$ cat src/rtl/cs_rd_pkg.sv
package cs_rd_pkg;

   typedef enum logic [2:0] {
      ST_IDLE,
      ST_CONV,
      ST_SETUP,
      ST_HI,
      ST_LO,
      ST_GAP,
      ST_HOLD
   } rd_state_e;

   function automatic int max3(input int a, input int b, input int c);
      int m;
      m = (a > b) ? a : b;
      return (m > c) ? m : c;
   endfunction

endpackage

$ cat src/rtl/cs_rd_timer.sv
module cs_rd_timer #(
   parameter int TW = 4
) (
   input  logic          clk,
   input  logic          rst_n,
   input  logic          load_i,
   input  logic [TW-1:0] val_i,
   output logic          zero_o
);

   logic [TW-1:0] cnt_q;

   always_ff @(posedge clk or negedge rst_n) begin
      if (!rst_n) begin
         cnt_q <= '0;
      end else if (load_i) begin
         cnt_q <= val_i;
      end else if (cnt_q != '0) begin
         cnt_q <= cnt_q - 1'b1;
      end
   end

   assign zero_o = (cnt_q == '0);

endmodule

$ cat src/rtl/cs_rd_shifter.sv
module cs_rd_shifter #(
   parameter int W = 14
) (
   input  logic         clk,
   input  logic         rst_n,
   input  logic         clr_i,
   input  logic         shift_i,
   input  logic         bit_i,
   output logic [W-1:0] word_next_o,
   output logic         last_o
);

   localparam int CW = $clog2(W + 1);

   logic [W-2:0] sr_q;
   logic [CW-1:0] cnt_q;

   assign word_next_o = {sr_q, bit_i};
   assign last_o      = (cnt_q == CW'(W - 1));

   always_ff @(posedge clk or negedge rst_n) begin
      if (!rst_n) begin
         sr_q  <= '0;
         cnt_q <= '0;
      end else if (clr_i) begin
         cnt_q <= '0;
      end else if (shift_i) begin
         sr_q  <= word_next_o[W-2:0];
         cnt_q <= cnt_q + 1'b1;
      end
   end

   // never more than W bits taken per selection
   p_cnt_bound_r4: assert property (@(posedge clk) disable iff (!rst_n)
      cnt_q <= CW'(W));

endmodule

$ cat src/rtl/cs_rd_selgen.sv
module cs_rd_selgen #(
   parameter int N     = 2,
   parameter int IDX_W = 1
) (
   input  logic             clk,
   input  logic             rst_n,
   input  logic             set_i,
   input  logic [IDX_W-1:0] set_idx_i,
   input  logic             clr_i,
   output logic [N-1:0]     sel_n_o
);

   for (genvar g = 0; g < N; g++) begin : g_lane
      always_ff @(posedge clk or negedge rst_n) begin
         if (!rst_n) begin
            sel_n_o[g] <= 1'b1;
         end else if (clr_i) begin
            sel_n_o[g] <= 1'b1;
         end else if (set_i && (set_idx_i == IDX_W'(g))) begin
            sel_n_o[g] <= 1'b0;
         end
      end
   end

   // at most one converter drives the shared line
   p_one_low_r3: assert property (@(posedge clk) disable iff (!rst_n)
      $countones(~sel_n_o) <= 1);

endmodule

$ cat src/rtl/cs_multi_reader.sv
module cs_multi_reader
   import cs_rd_pkg::*;
#(
   parameter int N_CONV   = 2,
   parameter int WORD_W   = 14,
   parameter int CONV_CYC = 200,
   parameter int HALF_CYC = 2,
   parameter int HOLD_CYC = 8,
   localparam int IDX_W   = (N_CONV > 1) ? $clog2(N_CONV) : 1
) (
   input  logic              clk,
   input  logic              rst_n,
   input  logic              start_i,
   input  logic              sdo_i,
   output logic              cnv_o,
   output logic              sclk_o,
   output logic [N_CONV-1:0] sel_n_o,
   output logic [WORD_W-1:0] word_o,
   output logic [IDX_W-1:0]  word_idx_o,
   output logic              word_vld_o,
   output logic              done_o
);

   localparam int TMAX = max3(CONV_CYC, HALF_CYC, HOLD_CYC);
   localparam int TW   = $clog2(TMAX + 1);

   if (N_CONV < 2) begin : g_bad_n
      $error("N_CONV must be at least 2");
   end
   if (WORD_W < 3) begin : g_bad_w
      $error("WORD_W must be at least 3");
   end
   if (CONV_CYC < 1 || HALF_CYC < 1 || HOLD_CYC < 1) begin : g_bad_t
      $error("timing parameters must be at least 1");
   end

   rd_state_e        state_q;
   logic [IDX_W-1:0] idx_q;
   logic             tz;
   logic             tmr_load;
   logic [TW-1:0]    tmr_val;
   logic             sel_set, sel_clr;
   logic             sh_clr, sh_en, sh_last;
   logic [WORD_W-1:0] sh_word;
   logic             last_conv;

   assign last_conv = (idx_q == IDX_W'(N_CONV - 1));

   cs_rd_timer #(.TW(TW)) u_timer (
      .clk    (clk),
      .rst_n  (rst_n),
      .load_i (tmr_load),
      .val_i  (tmr_val),
      .zero_o (tz)
   );

   cs_rd_shifter #(.W(WORD_W)) u_shift (
      .clk         (clk),
      .rst_n       (rst_n),
      .clr_i       (sh_clr),
      .shift_i     (sh_en),
      .bit_i       (sdo_i),
      .word_next_o (sh_word),
      .last_o      (sh_last)
   );

   cs_rd_selgen #(.N(N_CONV), .IDX_W(IDX_W)) u_sel (
      .clk       (clk),
      .rst_n     (rst_n),
      .set_i     (sel_set),
      .set_idx_i (idx_q),
      .clr_i     (sel_clr),
      .sel_n_o   (sel_n_o)
   );

   always_comb begin
      tmr_load = 1'b0;
      tmr_val  = '0;
      sel_set  = 1'b0;
      sel_clr  = 1'b0;
      sh_clr   = 1'b0;
      sh_en    = 1'b0;
      unique case (state_q)
         ST_IDLE: begin
            if (start_i) begin
               tmr_load = 1'b1;
               tmr_val  = TW'(CONV_CYC - 1);
            end
         end
         ST_CONV, ST_GAP: begin
            if (tz) begin
               sel_set  = 1'b1;
               sh_clr   = 1'b1;
               tmr_load = 1'b1;
               tmr_val  = TW'(HALF_CYC - 1);
            end
         end
         ST_SETUP, ST_LO: begin
            if (tz) begin
               tmr_load = 1'b1;
               tmr_val  = TW'(HALF_CYC - 1);
            end
         end
         ST_HI: begin
            if (tz) begin
               sh_en    = 1'b1;
               tmr_load = 1'b1;
               tmr_val  = (sh_last && last_conv) ? TW'(HOLD_CYC - 1)
                                                 : TW'(HALF_CYC - 1);
               sel_clr  = sh_last;
            end
         end
         default: ;
      endcase
   end

   always_ff @(posedge clk or negedge rst_n) begin
      if (!rst_n) begin
         state_q    <= ST_IDLE;
         idx_q      <= '0;
         cnv_o      <= 1'b0;
         sclk_o     <= 1'b0;
         word_o     <= '0;
         word_idx_o <= '0;
         word_vld_o <= 1'b0;
         done_o     <= 1'b0;
      end else begin
         word_vld_o <= 1'b0;
         done_o     <= 1'b0;
         unique case (state_q)
            ST_IDLE: begin
               if (start_i) begin
                  cnv_o   <= 1'b1;
                  idx_q   <= '0;
                  state_q <= ST_CONV;
               end
            end
            ST_CONV: if (tz) state_q <= ST_SETUP;
            ST_SETUP, ST_LO: begin
               if (tz) begin
                  sclk_o  <= 1'b1;
                  state_q <= ST_HI;
               end
            end
            ST_HI: begin
               if (tz) begin
                  sclk_o <= 1'b0;
                  if (sh_last) begin
                     word_o     <= sh_word;
                     word_idx_o <= idx_q;
                     word_vld_o <= 1'b1;
                     if (last_conv) begin
                        cnv_o   <= 1'b0;
                        done_o  <= 1'b1;
                        state_q <= ST_HOLD;
                     end else begin
                        idx_q   <= idx_q + 1'b1;
                        state_q <= ST_GAP;
                     end
                  end else begin
                     state_q <= ST_LO;
                  end
               end
            end
            ST_GAP:  if (tz) state_q <= ST_SETUP;
            ST_HOLD: if (tz) state_q <= ST_IDLE;
            default: state_q <= ST_IDLE;
         endcase
      end
   end

   // strobe only rises with every select high
   p_rise_all_high_r1: assert property (@(posedge clk) disable iff (!rst_n)
      $rose(cnv_o) |-> (&sel_n_o));

   // a converter is selected only while the strobe is high
   p_sel_in_cnv_r2: assert property (@(posedge clk) disable iff (!rst_n)
      !(&sel_n_o) |-> cnv_o);

   // serial clock rests low with nobody selected
   p_sclk_idle_r4: assert property (@(posedge clk) disable iff (!rst_n)
      (&sel_n_o) |-> !sclk_o);

   // valid is a single-cycle pulse
   p_vld_single_r5: assert property (@(posedge clk) disable iff (!rst_n)
      word_vld_o |=> !word_vld_o);

   // done coincides with the last word and the strobe fall
   p_done_last_r6: assert property (@(posedge clk) disable iff (!rst_n)
      done_o |-> (word_vld_o && !cnv_o && word_idx_o == IDX_W'(N_CONV - 1)));

   // strobe low through the recovery window
   p_hold_low_r7: assert property (@(posedge clk) disable iff (!rst_n)
      (state_q == ST_HOLD) |-> !cnv_o);

endmodule

$ cat config.mk
export PLATFORM = sky130hd
export DESIGN_NAME = cs_multi_reader
export DESIGN_NICKNAME = d
export VERILOG_FILES = /design/src/rtl/cs_rd_pkg.sv /design/src/rtl/cs_rd_timer.sv /design/src/rtl/cs_rd_shifter.sv /design/src/rtl/cs_rd_selgen.sv /design/src/rtl/cs_multi_reader.sv
export SDC_FILE = /design/constraint.sdc
export NUM_CORES = 1
export LEC_CHECK = 0
export BUFFER_PORTS_ARGS = -buffer_cell sky130_fd_sc_hd__buf_2
export CAP_MARGIN = 0
export CORE_MARGIN = 2
export CORE_UTILIZATION = 60
export CTS_BUF_LIST = sky130_fd_sc_hd__clkbuf_16
export CTS_CLUSTER_DIAMETER = 30
export CTS_CLUSTER_SIZE = 12
export DETAILED_ROUTE_END_ITERATION = 12
export GPL_ROUTABILITY_DRIVEN = 0
export PLACE_DENSITY = 0.88
export SYNTH_ARGS = -nofsm -noshare
export SYNTH_HDL_FRONTEND = slang
export SYNTH_HIERARCHICAL = 1
export SYNTH_SLANG_ARGS = --single-unit
$ cat constraint.sdc
create_clock -name clk -period 6.4 [get_ports clk]
set_clock_uncertainty 0.2 [all_clocks]
set_input_delay 0 -clock clk [delete_from_list [all_inputs] [get_ports clk]]
set_output_delay 0 -clock clk [all_outputs]
set_load 0.02 [all_outputs]
==> results.cfg, run 1 <==
[run_status]
status = finished clean

[die]
die_h_um = 67.1
io_pins = 25
coreArea_um2 = 3740
fp.dieArea_um2 = 4500
fp-row-count = 22
initial_core_util = 0.638
die_w_um = 67.1

[sta]
finalCriticalPeriod_ps = 3840
max_slew_margin = 0.244
hold_viol = 0
tightest_slew_ps = 1120
final.setup.tns_ps = 0
fin_crit_sh = 0.600
setup_viol = 0
rsz0062_at_grt = false
drv_slew = 0
max_freq_mhz = 260

[layout]
nFillCells = 273
n_antenna_cell = 0
final_layout_size_suffix_gt1_frac = 0.333
final_cell_mix = 48 x dfrtp_1, 24 x buf_2, 18 x mux2_4, 12 x nor2_1, 10 x mux2_2
seq_area_um2 = 1250
fin_nets = 222
area_growth_pct = 11.8
mostFrequentLayoutCell = dfrtp_1
multi_input_area_um2 = 1010

[setup_path]
r2r-end = u_shift/sr_q[1]
r2r_cells = 5
timing.rr.start = u_timer/cnt_q[3]
crit_start = u_timer/cnt_q[3]
cp.arrival_ps = 3810
crit_end = u_shift/sr_q[1]
reg2reg_setup_slack_ps = 2560
critPathCaptureType = register
critical_path_required_ps = 6370
cp_max_fo = 13
cp-start-kind = register
crit_type = register to register

[detailed_routing]
wl_per_cell_um = 16.6
totalWireLength_um = 4380
drc_errors = 0
via_count = 1564
drtAntennaViolNets = 0
firstDrtPassIters = 4
viasPerCell = 5.92
drtIter0Drc = 65

[clock_tree]
cts_resized = 0
postCtsSetupRepairBufs = 0
cts-buffers-inserted = 5
clkTransAtPathRegs_ps = 70
clk_latency_ps = 290
clock_sinks = 50
cts_tree = built
h-tree-depth = 2
cts_root_buffer = clkbuf_16
clockBufferDepth = 2

[placement]
dp_hpwl_um = 2850
port_buffers = 24

[synth]
ys.flop_type = dfrtp_1
syn_inst = 189
synth-seq-cells = 50
synth_top_area_share = 0.503
synth.distinct_cells = 55
synth_largest_area_cell = dfrtp_1
yosysSeqAreaShare = 0.525
synth_edf_count = 0
yosys_warnings = 6
synth-async-reset-ratio = 1.00
syn-cell-area_um2 = 2390
yosys-top-cells-area = dfrtp_1 50%, mux2_4 11%, mux2_2 4.7%
synth_area_per_cell_um2 = 12.6

[global_route]
antenna_found_initial = 0
grt_overflow = 0
gr-usage-all-layers = 0.218
grt_max_degree = 51
grt_pass1_wl_um = 7220
grt_pass1_vias = 1495

[pwr]
power.density_nw_per_um2 = 333
p_leak_nw = 1.31
irDropWorstVdd_uv = 215
power_uw = 890

[min_path]
min_path_cells = 3
min_path_type = primary input to register

[flow_run]
max-cap-violations = 0
-- worst min path at each step --
stage                 start               end  slack, ps
floorplan             rst_n             cnv_o       -500
global placement      rst_n  u_timer/cnt_q[1]         50
detailed placement    rst_n  u_timer/cnt_q[1]         50
CTS                 start_i             idx_q         10
global route        start_i  u_timer/cnt_q[7]         70
finish              start_i             idx_q         20
-- registers in the layout (all words and copies together) (netlist names) --
name,cells
state_q,3
u_timer/cnt_q,8
word_vld_o,1
word_o,14
sclk_o,1
word_idx_o,1
u_shift/cnt_q,4
idx_q,1
cnv_o,1
done_o,1
u_sel/sel_n_o,2
u_shift/sr_q,13
-- routing by layer --
layer | GRT usage | share of wire | wire length, um | vias up
met5 | 0 | 0 | 0 | -
met4 | 0.0740 | 0.0098 | 43 | 0
met3 | 0.0541 | 0.034 | 150 | 6
met2 | 0.351 | 0.49 | 2170 | 40
met1 | 0.289 | 0.46 | 2020 | 787
li1 | - | - | - | 731
-- cells in the mapped netlist (2+ instances only) --
library cell,n
o22ai_1,2
buf_6,3
dfrtp_1,48
a21o_1,2
mux2_2,10
mux2_4,18
a21o_2,2
nand4_1,2
and3_1,2
o211ai_1,2
nand2_1,8
ha_1,3
or2b_1,2
inv_1,7
nand2b_1,3
xnor2_1,2
o21ai_0,6
clkbuf_1,2
nor2_1,12
dfstp_2,2
a31oi_1,4
nor2b_1,2
buf_12,2
nor3_1,3
o31ai_1,3
a21oi_1,8
-- final cells by class --
cell class	count	area share
Inverter	8	0.0131
Timing Repair Buffer	26	0.0524
Clock inverter	3	0.0164
Sequential cell	50	0.469
Clock buffer	5	0.0468
Tap cell	48	0.0225
Multi-Input combinational cell	124	0.380
-- where the power goes --
group | internal (mW) | switching [mW]
Clock | 0.185 | 0.113
Sequential | 0.358 | 0.0665
Combinational | 0.0755 | 0.0922
-- through the flow --
step	cell area, um2	cells	worst slack, ps	hold WS, ps	util
after floorplan	2400	191	3260	-496	-
after global placement	2480	254	2750	48.5	0.663
after detailed placement	2480	254	2640	53.6	0.663
after CTS	2670	264	2610	10.7	0.714
after global routing	2670	264	2250	69.8	0.714
final	2670	264	2560	15.4	0.714
-- logic make-up (layout without fill, tap and decap cells) --
group | after synthesis | in the layout | share of synthesized area
xor gates and xnor gates | 2 | 2 | 0.00733
DFF | 50 | 50 | 0.525
AOI/OAI and AO/OA | 40 | 40 | 0.115
and+or+nand+nor | 48 | 48 | 0.121
muxes | 28 | 28 | 0.160
buffers and inverters | 17 | 42 | 0.0539
adders and majority gates | 3 | 3 | 0.0157
other | 1 | 3 | 0.00157
-- repair_timing --
item | 4_1_cts | 5_1_grt
setup endpoints to repair | 0 | 0
endpoints found under the hold margin | 50 | 0
hold buffers | 2 | 0
-- worst max-delay path, stage by stage (launching register included) --
cell and delay [ps]:
dfrtp_1 470, or4_4 590, nor3_1 850, and4b_1 680, nor2b_4 550, mux2_2 390
Power figures use the tool's default switching activity.
==> run 2, diff against run 1 <==
CORE_UTILIZATION = 52   (was 60)
PLACE_DENSITY = 0.82   (was 0.88)
clock period = 3.4 ns   (was 6.4 ns; I/O delays follow)
==> results.cfg, run 2 (synthesized netlist as in run 1, its figures left out) <==
[layout]
final_layout_size_suffix_gt1_frac = 0.351
area_growth_pct = 13.0
mostFrequentLayoutCell = dfrtp_1
n_antenna_cell = 0
fin_nets = 228
largest_register_ffs = 14
nFillCells = 352
regMostFlops = word_o
largest_registers = word_o: 14 flops, u_shift/sr_q: 13 flops, u_timer/cnt_q: 8 flops
postLayoutCoreUtil = 0.616
final_cell_mix = 48 x dfrtp_1, 24 x buf_2, 18 x mux2_4, 12 x nor2_1, 10 x mux2_2

[sta]
max_slew_margin = 0.596
rsz0062_at_grt = false
final.setup.tns_ps = 0
hold_viol = 0
drv_slew = 0
tightest_slew_ps = 606
max_freq_mhz = 353
setup_viol = 0
fin_crit_sh = 0.833
finalCriticalPeriod_ps = 2830

[setup_path]
crit_type = register to register
cp_max_fo = 13
cpPeakStageDelay_ps = 590
path_cells = or4_4 > nor3_1 > buf_4 > and4b_1 > nor2b_4 > mux2_2
critPathCaptureType = register
crit_path_top_delay_cell = or4_4
timing.rr.start = u_timer/cnt_q[3]
critical_path_required_ps = 3370
reg2reg_setup_slack_ps = 570
r2r_cells = 6
cp-start-kind = register
cp.arrival_ps = 2810
r2r-end = u_shift/sr_q[2]

[pwr]
power_frac_comb = 0.200
p_sw_uw = 500
swShare = 0.313
p_clk_frac = 0.303
irDropWorstVdd_uv = 307
pwr-share-seq = 0.497
intPower_mw = 1.10
power.density_nw_per_um2 = 591
p_leak_nw = 1.33

[global_route]
grt_overflow = 0
gr-usage-all-layers = 0.177
grt_max_degree = 51
antenna_found_initial = 0
grt_pass1_vias = 1550
grt_pass1_wl_um = 7070

[detailed_routing]
drtAntennaViolNets = 0
drc_errors = 0
firstDrtPassIters = 4
drtIter0Drc = 108
totalWireLength_um = 4130
viasPerCell = 5.63
via_count = 1542
wl_per_cell_um = 15.1

[clock_tree]
postCtsSetupRepairBufs = 0
clkTransAtPathRegs_ps = 70
cts-buffers-inserted = 5
cts_resized = 0
h-tree-depth = 2
cts_root_buffer = clkbuf_16
clockBufferDepth = 2
clk_latency_ps = 290
clock_sinks = 50
cts_tree = built

[min_path]
worstHoldEndpoint = idx_q
hp-start = start_i
min_path_cells = 4
min_path_type = primary input to register

[die]
initial_core_util = 0.545
fp.dieArea_um2 = 5150
die_h_um = 71.8
coreArea_um2 = 4380
io_pins = 25
fp-row-count = 24
die_w_um = 71.8

[placement]
port_buffers = 24
dp_hpwl_um = 2800

[flow_run]
max-cap-violations = 0

[run_status]
status = finished clean
[run 2: area by class of cell]
| type | count | area [um2] | area share |
|---|---|---|---|
| multi-input combinational | 124 | 1010 | 0.376 |
| timing repair buffer | 32 | 185 | 0.0686 |
| sequential | 50 | 1250 | 0.464 |
| inverter | 8 | 35.0 | 0.0130 |
| tap | 52 | 65.1 | 0.0241 |
| clock buffer | 5 | 125 | 0.0463 |
| clock inverter | 3 | 21.3 | 0.00788 |
[run 2: metal layers]
metal	routed length, um	GRT usage
met2	2050	0.297
met3	124	0.0408
met5	0	0
met1	1880	0.222
met4	79	0.0671
[run 2: what timing repair did]
item	CTS	global route
hold endpoints to repair	50	0
hold buffers	2	0
setup endpoints to repair	0	0
[run 2: metrics by stage]
stage / cell area [um2] / instances / setup WS (ps) / total power, mW / hold WS (ps)
2_1_floorplan: 2400 / 191 / 263 / 1.04 / -496
3_3_place_gp: 2530 / 264 / 675 / 1.09 / -63.5
3_5_place_dp: 2530 / 264 / 590 / 1.11 / -60.3
4_1_cts: 2700 / 274 / 562 / 1.60 / 49.2
5_1_grt: 2700 / 274 / 450 / 1.69 / 65.3
6_report: 2700 / 274 / 566 / 1.60 / 56.2
[run 2: power by group through the flow]
stage | combinational, mW | sequential [mW] | clock, mW
after global routing | 0.366 | 0.808 | 0.514
after global placement | 0.298 | 0.793 | 0
after CTS | 0.318 | 0.790 | 0.496
final | 0.319 | 0.794 | 0.484
after detailed placement | 0.313 | 0.799 | 0
after floorplan | 0.283 | 0.753 | 0
[run 2: worst max path at each step]
| stage | start | end | slack (ps) | cells past startpoint |
|---|---|---|---|---|
| after floorplan | u_timer/cnt_q[3] | u_timer/cnt_q[5] | 260 | 8 |
| after global placement | u_timer/cnt_q[3] | u_shift/sr_q[2] | 680 | 6 |
| after detailed placement | u_timer/cnt_q[3] | word_o[5] | 590 | 8 |
| after CTS | u_timer/cnt_q[3] | u_shift/sr_q[2] | 560 | 6 |
| after global routing | u_timer/cnt_q[3] | word_o[5] | 450 | 8 |
| final | u_timer/cnt_q[3] | u_shift/sr_q[2] | 570 | 6 |
[run 2: critical path, delay by kind of cell, from the launching register on]
kind / cells / cell delay, ps
DFF: 1 / 460
buffers and inverters: 1 / 220
muxes: 1 / 390
and+or+nand+nor: 4 / 1450
